===== config.mk =====
export PLATFORM = sky130hd
export DESIGN_NAME = instr_cycle_seq
export DESIGN_NICKNAME = d
export VERILOG_FILES = /design/src/rtl/ics_pkg.sv /design/src/rtl/ics_sequencer.sv /design/src/rtl/ics_alu.sv /design/src/rtl/ics_branch_eval.sv /design/src/rtl/instr_cycle_seq.sv
export SDC_FILE = /design/constraint.sdc
export NUM_CORES = 1
export LEC_CHECK = 0
export ABC_AREA = 1
export BUFFER_PORTS_ARGS = -buffer_cell sky130_fd_sc_hd__buf_2
export CAP_MARGIN = 20
export CELL_PAD_IN_SITES_DETAIL_PLACEMENT = 1
export CELL_PAD_IN_SITES_GLOBAL_PLACEMENT = 2
export CORE_MARGIN = 4
export CORE_UTILIZATION = 25
export CTS_CLUSTER_DIAMETER = 60
export DETAILED_ROUTE_END_ITERATION = 8
export PLACE_DENSITY_LB_ADDON = 0.1
export SLEW_MARGIN = 30
export SYNTH_ARGS = -nofsm -noshare
export SYNTH_HDL_FRONTEND = slang
export SYNTH_SLANG_ARGS = --single-unit

===== constraint.sdc =====
create_clock -name clk -period 2.4 [get_ports clk]
set_input_delay 0.36 -clock clk [delete_from_list [all_inputs] [get_ports clk]]
set_output_delay 0.36 -clock clk [all_outputs]
set_load 0.1 [all_outputs]

===== src/rtl/ics_pkg.sv =====
// Shared types and decode helpers for the instruction cycle sequencer.
// Assumes the 4-bit opcode field sits at the top of the instruction word.
package ics_pkg;
    localparam int OPC_W = 4;

    localparam logic [OPC_W-1:0] OP_NOP = 4'd0;
    localparam logic [OPC_W-1:0] OP_LDA = 4'd1;
    localparam logic [OPC_W-1:0] OP_STA = 4'd2;
    localparam logic [OPC_W-1:0] OP_ADD = 4'd3;
    localparam logic [OPC_W-1:0] OP_SUB = 4'd4;
    localparam logic [OPC_W-1:0] OP_JMP = 4'd5;
    localparam logic [OPC_W-1:0] OP_BRP = 4'd6;
    localparam logic [OPC_W-1:0] OP_BRZ = 4'd7;
    localparam logic [OPC_W-1:0] OP_BRE = 4'd8;
    localparam logic [OPC_W-1:0] OP_LDX = 4'd9;
    localparam logic [OPC_W-1:0] OP_EIN = 4'd10;
    localparam logic [OPC_W-1:0] OP_DIN = 4'd11;
    localparam logic [OPC_W-1:0] OP_RTI = 4'd12;

    typedef enum logic [3:0] {
        ST_FI_MAR, ST_FI_RD, ST_FI_MBR, ST_FI_IR,
        ST_IN_MAR, ST_IN_RD, ST_IN_MBR, ST_IN_EA,
        ST_EX_0,   ST_EX_1,  ST_EX_2,   ST_EX_3,
        ST_IT_SAVE, ST_IT_SP, ST_IT_WR, ST_IT_JMP
    } state_e;

    // Opcodes whose address field names a memory operand or branch target.
    function automatic logic uses_addr(input logic [OPC_W-1:0] op);
        return (op >= OP_LDA) && (op <= OP_LDX);
    endfunction

    // Opcodes that touch memory during execute.
    function automatic logic exec_mem(input logic [OPC_W-1:0] op);
        return (op == OP_LDA) || (op == OP_STA) || (op == OP_ADD) ||
               (op == OP_SUB) || (op == OP_LDX) || (op == OP_RTI);
    endfunction
endpackage


===== src/rtl/ics_sequencer.sv =====
// Subcycle state machine: fetch, optional indirect, execute, optional
// interrupt. Assumes dec_* come from the buffer register in ST_FI_IR and
// ir_op holds the latched opcode from then on.
module ics_sequencer
    import ics_pkg::*;
(
    input  logic             clk,
    input  logic             rst_n,
    input  logic             irq,
    input  logic             ie,
    input  logic [OPC_W-1:0] dec_op,
    input  logic             dec_ind,
    input  logic [OPC_W-1:0] ir_op,
    output state_e           state
);
    state_e nxt;
    state_e done_nxt;

    // Where an instruction goes once its last execute state is done.
    always_comb done_nxt = (irq && ie) ? ST_IT_SAVE : ST_FI_MAR;

    // Next-state selection.
    always_comb begin
        nxt = state_e'(state + 4'd1);
        case (state)
            ST_FI_IR:  nxt = (dec_ind && uses_addr(dec_op)) ? ST_IN_MAR : ST_EX_0;
            ST_EX_0:   nxt = exec_mem(ir_op) ? ST_EX_1 : done_nxt;
            ST_EX_1:   nxt = (ir_op == OP_STA) ? done_nxt : ST_EX_2;
            ST_EX_3:   nxt = done_nxt;
            ST_IT_JMP: nxt = ST_FI_MAR;
            default:   ;
        endcase
    end

    // State register.
    always_ff @(posedge clk) begin
        if (!rst_n) state <= ST_FI_MAR;
        else        state <= nxt;
    end
endmodule


===== src/rtl/ics_alu.sv =====
// Add/subtract unit with status flags. Assumes unsigned carry on add and
// no-borrow carry on subtract; eq compares the raw operands.
module ics_alu #(
    parameter int DATA_W = 16
) (
    input  logic [DATA_W-1:0] a,
    input  logic [DATA_W-1:0] b,
    input  logic              sub,
    output logic [DATA_W-1:0] res,
    output logic              f_sign,
    output logic              f_zero,
    output logic              f_carry,
    output logic              f_ovf,
    output logic              f_eq
);
    logic [DATA_W-1:0] b_eff;

    // Two's-complement arithmetic and flag derivation.
    always_comb begin
        b_eff             = sub ? ~b : b;
        {f_carry, res}    = {1'b0, a} + {1'b0, b_eff} + {{DATA_W{1'b0}}, sub};
        f_sign            = res[DATA_W-1];
        f_zero            = (res == '0);
        f_ovf             = (a[DATA_W-1] == b_eff[DATA_W-1]) && (res[DATA_W-1] != a[DATA_W-1]);
        f_eq              = (a == b);
    end
endmodule


===== src/rtl/ics_branch_eval.sv =====
// Decides whether a jump or branch opcode loads its target.
// Assumes sign/zero are the stored flags of the last arithmetic result.
module ics_branch_eval
    import ics_pkg::*;
#(
    parameter int DATA_W = 16
) (
    input  logic [OPC_W-1:0]  op,
    input  logic              sign,
    input  logic              zero,
    input  logic [DATA_W-1:0] acc,
    input  logic [DATA_W-1:0] xr,
    output logic              take
);
    // Condition evaluation per branch opcode.
    always_comb begin
        case (op)
            OP_JMP:  take = 1'b1;
            OP_BRP:  take = !sign && !zero;
            OP_BRZ:  take = zero;
            OP_BRE:  take = (acc == xr);
            default: take = 1'b0;
        endcase
    end
endmodule


===== src/rtl/instr_cycle_seq.sv =====
// Control unit and register file of a small accumulator machine. It moves
// data among PC, MAR, MBR, IR, ACC, X and SP over a memory port with
// one cycle of read latency. Assumes mem_rdata is valid the cycle after mem_re.
module instr_cycle_seq
    import ics_pkg::*;
#(
    parameter int                ADDR_W  = 11,
    parameter logic [ADDR_W-1:0] HANDLER = 'h100
) (
    input  logic                    clk,
    input  logic                    rst_n,
    input  logic                    irq,
    output logic [ADDR_W-1:0]       mem_addr,
    output logic                    mem_re,
    output logic                    mem_we,
    output logic [ADDR_W+4:0]       mem_wdata,
    input  logic [ADDR_W+4:0]       mem_rdata,
    output logic [3:0]              state_o,
    output logic [ADDR_W-1:0]       pc_o,
    output logic [ADDR_W+4:0]       acc_o,
    output logic [6:0]              psw_o
);
    localparam int DATA_W = ADDR_W + 1 + OPC_W;
    localparam int IND_B  = ADDR_W;

    state_e            state;
    logic [ADDR_W-1:0] pc, mar, ea, sp, ir_addr;
    logic [DATA_W-1:0] mbr, acc, xr, alu_res;
    logic [OPC_W-1:0]  ir_op;
    logic              fl_s, fl_z, fl_c, fl_v, fl_e, ie;
    logic              a_s, a_z, a_c, a_v, a_e, take;

    ics_sequencer u_seq (
        .clk(clk), .rst_n(rst_n), .irq(irq), .ie(ie),
        .dec_op(mbr[DATA_W-1 -: OPC_W]), .dec_ind(mbr[IND_B]),
        .ir_op(ir_op), .state(state)
    );

    ics_alu #(.DATA_W(DATA_W)) u_alu (
        .a(acc), .b(mbr), .sub(ir_op == OP_SUB), .res(alu_res),
        .f_sign(a_s), .f_zero(a_z), .f_carry(a_c), .f_ovf(a_v), .f_eq(a_e)
    );

    ics_branch_eval #(.DATA_W(DATA_W)) u_br (
        .op(ir_op), .sign(fl_s), .zero(fl_z), .acc(acc), .xr(xr), .take(take)
    );

    // Register transfers for each subcycle state.
    always_ff @(posedge clk) begin
        if (!rst_n) begin
            pc <= '0; mar <= '0; ea <= '0; sp <= '0; ir_addr <= '0;
            mbr <= '0; acc <= '0; xr <= '0; ir_op <= OP_NOP;
            {fl_s, fl_z, fl_c, fl_v, fl_e, ie} <= '0;
        end else begin
            case (state)
                ST_FI_MAR: mar <= pc;
                ST_FI_MBR: begin mbr <= mem_rdata; pc <= pc + 1'b1; end
                ST_FI_IR: begin
                    ir_op   <= mbr[DATA_W-1 -: OPC_W];
                    ir_addr <= mbr[ADDR_W-1:0];
                    ea      <= mbr[ADDR_W-1:0];
                end
                ST_IN_MAR: mar <= ir_addr;
                ST_IN_MBR: mbr <= mem_rdata;
                ST_IN_EA:  ea  <= mbr[ADDR_W-1:0];
                ST_EX_0: begin
                    if (ir_op == OP_STA) mbr <= acc;
                    if (ir_op == OP_RTI) mar <= sp;
                    else if (exec_mem(ir_op)) mar <= ea;
                    if (take) pc <= ea;
                    if (ir_op == OP_EIN) ie <= 1'b1;
                    if (ir_op == OP_DIN) ie <= 1'b0;
                end
                ST_EX_2: mbr <= mem_rdata;
                ST_EX_3: begin
                    case (ir_op)
                        OP_LDA: acc <= mbr;
                        OP_LDX: xr  <= mbr;
                        OP_ADD, OP_SUB: begin
                            acc <= alu_res;
                            {fl_s, fl_z, fl_c, fl_v, fl_e} <= {a_s, a_z, a_c, a_v, a_e};
                        end
                        OP_RTI: begin
                            pc <= mbr[ADDR_W-1:0]; sp <= sp + 1'b1; ie <= 1'b1;
                        end
                        default: ;
                    endcase
                end
                ST_IT_SAVE: begin mbr <= DATA_W'(pc); sp <= sp - 1'b1; end
                ST_IT_SP:   mar <= sp;
                ST_IT_JMP:  begin pc <= HANDLER; ie <= 1'b0; end
                default: ;
            endcase
        end
    end

    // Memory strobes and observation outputs.
    always_comb begin
        mem_addr  = mar;
        mem_wdata = mbr;
        mem_re    = (state == ST_FI_RD) || (state == ST_IN_RD) ||
                    ((state == ST_EX_1) && (ir_op != OP_STA));
        mem_we    = ((state == ST_EX_1) && (ir_op == OP_STA)) || (state == ST_IT_WR);
        state_o   = state;
        pc_o      = pc;
        acc_o     = acc;
        psw_o     = {1'b1, ie, fl_v, fl_e, fl_c, fl_z, fl_s};
    end
endmodule


Yosys cells after proc, flatten, opt, wreduce, memory -nomap -nowiden
Cells that the tools add are included.
W data, S select, Z words.
{"block": "op_classes", "n_mux": 22, "n_reduce_logical": 36, "add_sub_neg": 6, "order_cmp": 2, "n_eq_ne": 37, "bitwise_logic": 1}
{"cell": "$pmux W11 S4", "n": 2}
{"cell": "$mux W11", "n": 5}
{"cell": "$eq A4 B4 Y1 const B", "n": 13}
{"cell": "$pmux W16 S3", "n": 1}
{"cell": "$eq A16 B16 Y1", "n": 2}
{"cell": "$eq A4 B3 Y1 const B", "n": 8}
{"cell": "$mux W16", "n": 2}
{"cell": "$pmux W16 S2", "n": 1}
{"cell": "$add A11 B1 Y11 const B", "n": 2}
{"cell": "$pmux W11 S2", "n": 1}
{"cell": "$pmux W4 S5", "n": 1}
{"cell": "$add A16 B16 Y17", "n": 1}
{"cell": "$add A17 B1 Y17", "n": 1}
{"cell": "$eq A4 B2 Y1 const B", "n": 4}
{"cell": "$logic_not A16 Y1", "n": 1}
{"cell": "$mux W4", "n": 4}
{"cell": "$not A16 Y16", "n": 1}
{"cell": "$reduce_and A2 Y1", "n": 6}
{"cell": "$sub A11 B1 Y11 const B", "n": 1}
{"cell": "$eq A4 B1 Y1 const B", "n": 2}
{"cell": "$logic_or A1 B1 Y1", "n": 8}
{"cell": "$reduce_bool A4 Y1", "n": 2}
{"cell": "$logic_and A1 B1 Y1", "n": 7}
{"cell": "$ne A2 B2 Y1 const B", "n": 3}
{"cell": "17 further kinds", "n": 25}
{"block": "word_totals", "out_inout_bits": 67, "regBits": 117, "word_cells": 120, "inputBits": 19}

Logic depth before layout (Yosys ltp)
{"block": "logic_depth", "depth_word": 9, "depth_mapped": 20, "mapped_depth_nobuf": 20}

Cells and area by module
Synthesis repeated with hierarchy kept, for this count alone.
{"block": "hier_totals", "hier_cells": 1248, "hier_area_um2": 8047.7}
{"module": "instr_cycle_seq", "n_inst": 1, "cells_per_inst": 818, "area_each_um2": 5763.0}
{"module": "ics_alu", "n_inst": 1, "cells_per_inst": 279, "area_each_um2": 1545.2}
{"module": "ics_sequencer", "n_inst": 1, "cells_per_inst": 65, "area_each_um2": 386.6}
{"module": "ics_branch_eval", "n_inst": 1, "cells_per_inst": 86, "area_each_um2": 352.8}

Worst setup path before layout
OpenSTA, ideal clock, no wires.
{"block": "synth_path", "kind": "register to output", "startpoint": "reg u_seq.state[0]", "endpoint": "out mem_re", "path_buffers": 0, "stages_incl_launch_ff": 4, "slack_ps": -1393, "t_arrival_ps": 3433, "required_ps": 2040, "path_cell_list": "dfxtp_1 > ha_1 > inv_1 > o21ai_0"}
{"block": "synth_via", "elab_chain_cells": 3, "word_cells_on_any_way": 6}
{"item": "from (decl)", "line": "ics_sequencer.sv:14", "source": "output state_e state"}
{"item": "from (signal assigned)", "line": "ics_sequencer.sv:38", "source": "else state <= nxt;"}
{"item": "$eq A4 B1 Y1, or another cell as far along", "line": "instr_cycle_seq.sv:101", "source": "mem_re = (state == ST_FI_RD) || (state == ST_IN_RD) ||"}
{"item": "$logic_or A1 B1 Y1 / $logic_and A1 B1 Y1 (equally long branches)", "line": "instr_cycle_seq.sv:101, instr_cycle_seq.sv:102"}
{"item": "$logic_or A1 B1 Y1 *", "line": "instr_cycle_seq.sv:101"}
{"item": "to (decl)", "line": "instr_cycle_seq.sv:14", "source": "output logic mem_re,"}
Mark *: on every way between the ends. The rest lies on a longest branch, timed or not.

Worst setup path after layout
{"block": "layout_path", "startpoint": "reg ir_op[1]", "endpoint": "reg fl_z"}
{"block": "layout_via", "elab_chain_cells": 5, "word_cells_on_any_way": 8}
{"item": "from (decl)", "line": "instr_cycle_seq.sv:29", "source": "logic [OPC_W-1:0] ir_op;"}
{"item": "from (signal assigned)", "line": "instr_cycle_seq.sv:59", "source": "ir_op <= mbr[DATA_W-1 -: OPC_W];"}
{"item": "$eq A4 B3 Y1", "line": "instr_cycle_seq.sv:40, instr_cycle_seq.sv:76"}
{"item": "$mux W16", "line": "ics_alu.sv:20", "source": "b_eff = sub ? ~b : b;"}
{"item": "$add A16 B16 Y17", "line": "ics_alu.sv:21", "source": "{f_carry, res} = {1'b0, a} + {1'b0, b_eff} + {{DATA_W{1'b0}}, sub};"}
{"item": "$add A17 B1 Y17", "line": "ics_alu.sv:21"}
{"item": "$logic_not A16 Y1", "line": "ics_alu.sv:23", "source": "f_zero = (res == '0);"}
{"item": "to (signal assigned)", "line": "instr_cycle_seq.sv:81", "source": "{fl_s, fl_z, fl_c, fl_v, fl_e} <= {a_s, a_z, a_c, a_v, a_e};"}
{"item": "to (decl)", "line": "instr_cycle_seq.sv:30", "source": "logic fl_s, fl_z, fl_c, fl_v, fl_e, ie;"}
Several ways; a longest one is shown, not always the timed one.
A chain may end at the register's enable or synchronous reset.

==> key figures <==
Outcome
  • Status: finished with violations
  • Failing checks: negative setup slack

Final layout
  • Number of diodes: 0
  • Layout Cells excl Fill: 1712
  • Area Overhead vs Synth: 41.2%
  • Share of cells above drive strength 1: 33.1%
  • Core Util, Final: 35.9%
  • Nets@finish: 1360

Yosys
  • Seq/Total Area, Yosys: 31.0%
  • Cell area after synthesis: 0.00755 sq mm
  • Synth cell types: 57
  • Top cell type's share of synthesized area: 31.0%
  • Synth top area cells: dfxtp_1 (31%), nand2_1 (10%), a21oi_1 (6.3%), o21ai_0 (5.9%), inv_1 (5.7%)
  • #FFs+latches synth: 117
  • Syn_area_per_cell: 6.85 sq um
  • Post-Syn Instances: 1103
  • Syn Nets: 1154
  • Top cell type by total area after synthesis: dfxtp_1
  • Yosys Warn Count: 0

Clock network
  • Reg clk slew, reported paths: 60 ps
  • Max Root-Sink Buffers: 2
  • CTS tree: yes
  • H-tree levels: 4
  • CTS root buf: clkbuf_16
  • Clk sinks: 117
  • Hold bufs inserted after CTS: 0
  • Worst-Skew Late Latency: 440 ps
  • Num CTS Buffers: 17

Global routing
  • Largest net degree at the start of global routing: 63
  • First-pass GRT wire length: 53900 um
  • Gr usage total: 21.1%
  • Number of global-route vias before repair: 8766
  • Initial antenna violation count: 0
  • Grt ovf: 0

Floorplanning
  • Die Y: 182 um
  • DIE AREA: 0.0331 sq mm
  • Core area: 0.0297 sq mm
  • Initial Util: 25.4%
  • # IOs: 86
  • Site Rows: 63
  • Die width: 182 um

Power and ir drop
  • Pwr Density: 1150 mW/mm^2
  • Leak Pwr: 0.00482 uW
  • Peak VDD IR: 0.000869 V
  • Post-layout total power: 12300 uW

STA
  • Max frequency: 374 MHz
  • Final-report setup violation count: 14
  • Layout Skew: 5.82 ps
  • Worst hold slack: 217 ps
  • Rel. slew slack: 57.6%
  • Min Tclk post-route: 2670 ps
  • Final critical-path share of the clock period: 111%
  • Worst Tran Pin Value: 635 ps
  • Fin. max-slew vios: 0
  • Final WS setup: -272 ps
  • RSZ-0062 raised after global routing: true
  • Final Hold Vio Count: 0

Critical path
  • Critical R2R Launch: ir_op[1]
  • Worst setup path class: register to register
  • Arrival time worst endpoint: 3040 ps
  • Worst setup path startpoint: ir_op[1]
  • Worst-path fanout max: 7
  • Required time worst endpoint: 2770 ps
  • Crit start category: register
  • CP Capture Type: register

Placement
  • Post-DP HPWL: 26500 um
  • Port bufs: 84
  • Placed cells: 1661
  • Place WS: -346 ps
  • GPL Wtd Cong: 0.813

Routing
  • Post-route ant nets: 0
  • DR pass1 iterations: 5
  • # DRC: 0
  • Via count: 8284
  • Drt total wl: 35400 um
  • Via-to-Cell Ratio: 4.84
  • DR iter-0 viols: 385
  • Post-DR wirelength/cell: 20.7 um

Flow run
  • Max-Cap Viols: 0

Min path
  • HP Start: mem_rdata[13]
  • Hold Path Class: input port to register
placed cells by master (no fill, tap or decap), types with 5 or more instances in the layout:
cell type,synthesis,routed
nor3_2,1,5
buf_2,12,82
a31oi_1,22,20
dfxtp_2,0,28
buf_4,11,151
nor3_1,14,10
a211oi_1,6,6
nand3_1,70,62
nand2_2,5,22
dfxtp_4,0,9
a21oi_1,95,85
inv_2,12,18
nor2_2,3,13
nand2_1,204,184
nand3_2,1,7
xor2_2,0,7
o211ai_1,11,11
o21ai_1,9,11
ha_1,30,19
nand4_1,11,11
nor4_1,5,5
clkbuf_16,0,19
xnor2_1,8,8
nor2_1,110,97
buf_12,0,8
dfxtp_1,117,80
o221ai_1,8,8
nand3b_1,5,5
a21oi_2,0,8
inv_1,114,107
a22oi_1,13,13
xor2_1,42,32
o21ai_0,89,84
nor2_4,1,5
ha_4,0,11
registers in the layout, summed over array words and instances (netlist names):
signal	cells
fl_v	1
ir_addr	11
u_seq.state	4
fl_e	1
sp	11
xr	16
mem_addr	11
acc_o	16
ea	11
pc_o	11
fl_s	1
fl_c	1
mem_wdata	16
ie	1
fl_z	1
ir_op	4
area by class of cell:
type	count	area (sq um)
Clock inverter	10	115
Tap cell	390	488
Timing Repair Buffer	244	1740
Inverter	131	503
Sequential cell	117	2410
Fill cell	3707	19100
Multi-Input combinational cell	798	4900
Clock buffer	22	507
repair_timing:
item,CTS,global route
pin swaps,10,28
setup buffers,8,10
resized for setup,49,72
gates cloned,0,1
endpoints found under the setup margin,19,25
report_power, final:
part           internal, uW  switching (uW)  total [uW]
sequential             2360             406        2770
combinational          1980            4790        6770
clock                  1710            1050        2750
total                  6040            6240       12300
worst max-delay path: stages (launching register included):
cell and delay, ps:
dfxtp_2 330, nor2_4 120, inv_2 70, nor2_8 170, buf_12 170, xor2_1 180
ha_1 320, a21oi_4 200, buf_4 140, nand3_4 100, nand2_2 100, nand2_1 70
nand2_2 70, nand3_2 100, nor2_4 130, nand3_2 70, nor2_2 90, nand2_1 50
a21oi_1 120
final timing paths:
| kind | slack, ps | end | cells after the start |
|---|---|---|---|
| max reg2reg | -270 | fl_z | 18 |
| min | 220 | mem_wdata[13] | 3 |
| min reg2reg | 470 | fl_v | 2 |
| max | -270 | fl_z | 18 |
metal layers:
metal | global-route usage (%) | vias up | wire, um
met5 | 0 | - | 0
met2 | 37.4 | 106 | 17800
met4 | 4.41 | 0 | 515
met1 | 27.5 | 4054 | 16200
met3 | 2.48 | 30 | 882
li1 | - | 4094 | -
synthesized netlist by cell type, drive strengths merged:
cell type,n
a211oi,6
a21o,3
a21oi,96
a221oi,4
a22o,1
a22oi,13
a31oi,22
a41oi,1
and2,1
buf,32
clkbuf,26
clkinv,4
conb,1
dfxtp,117
fa,2
ha,30
inv,127
nand2,210
nand3,71
nand3b,5
nand4,11
nor2,116
nor3,16
nor4,6
nor4b,1
o211a,1
o211ai,12
o21a,1
o21ai,99
o21bai,3
o221ai,8
o22ai,3
o31ai,2
or2,2
xnor2,8
xor2,42
per-stage QoR:
step | cell area (sq um) | TNS [ps]
floorplan | 7630 | 0
global placement | 9320 | -2350
detailed placement | 9320 | -2560
CTS | 10200 | -1230
global route | 10700 | -3990
finish | 10700 | -1650
kinds of logic after synthesis:
| group | after synthesis | share of synthesized area, % |
|---|---|---|
| flip-flops | 117 | 31.0 |
| other | 1 | 0.0497 |
| XOR/XNOR | 50 | 5.80 |
| adder cells (fa/ha/maj) | 32 | 5.50 |
| AO/OA/AOI/OAI | 275 | 21.1 |
| AND/OR/NAND/NOR | 439 | 25.5 |
| buffers and inverters | 189 | 11.1 |
Note: power is estimated with default switching activity, not from simulation.
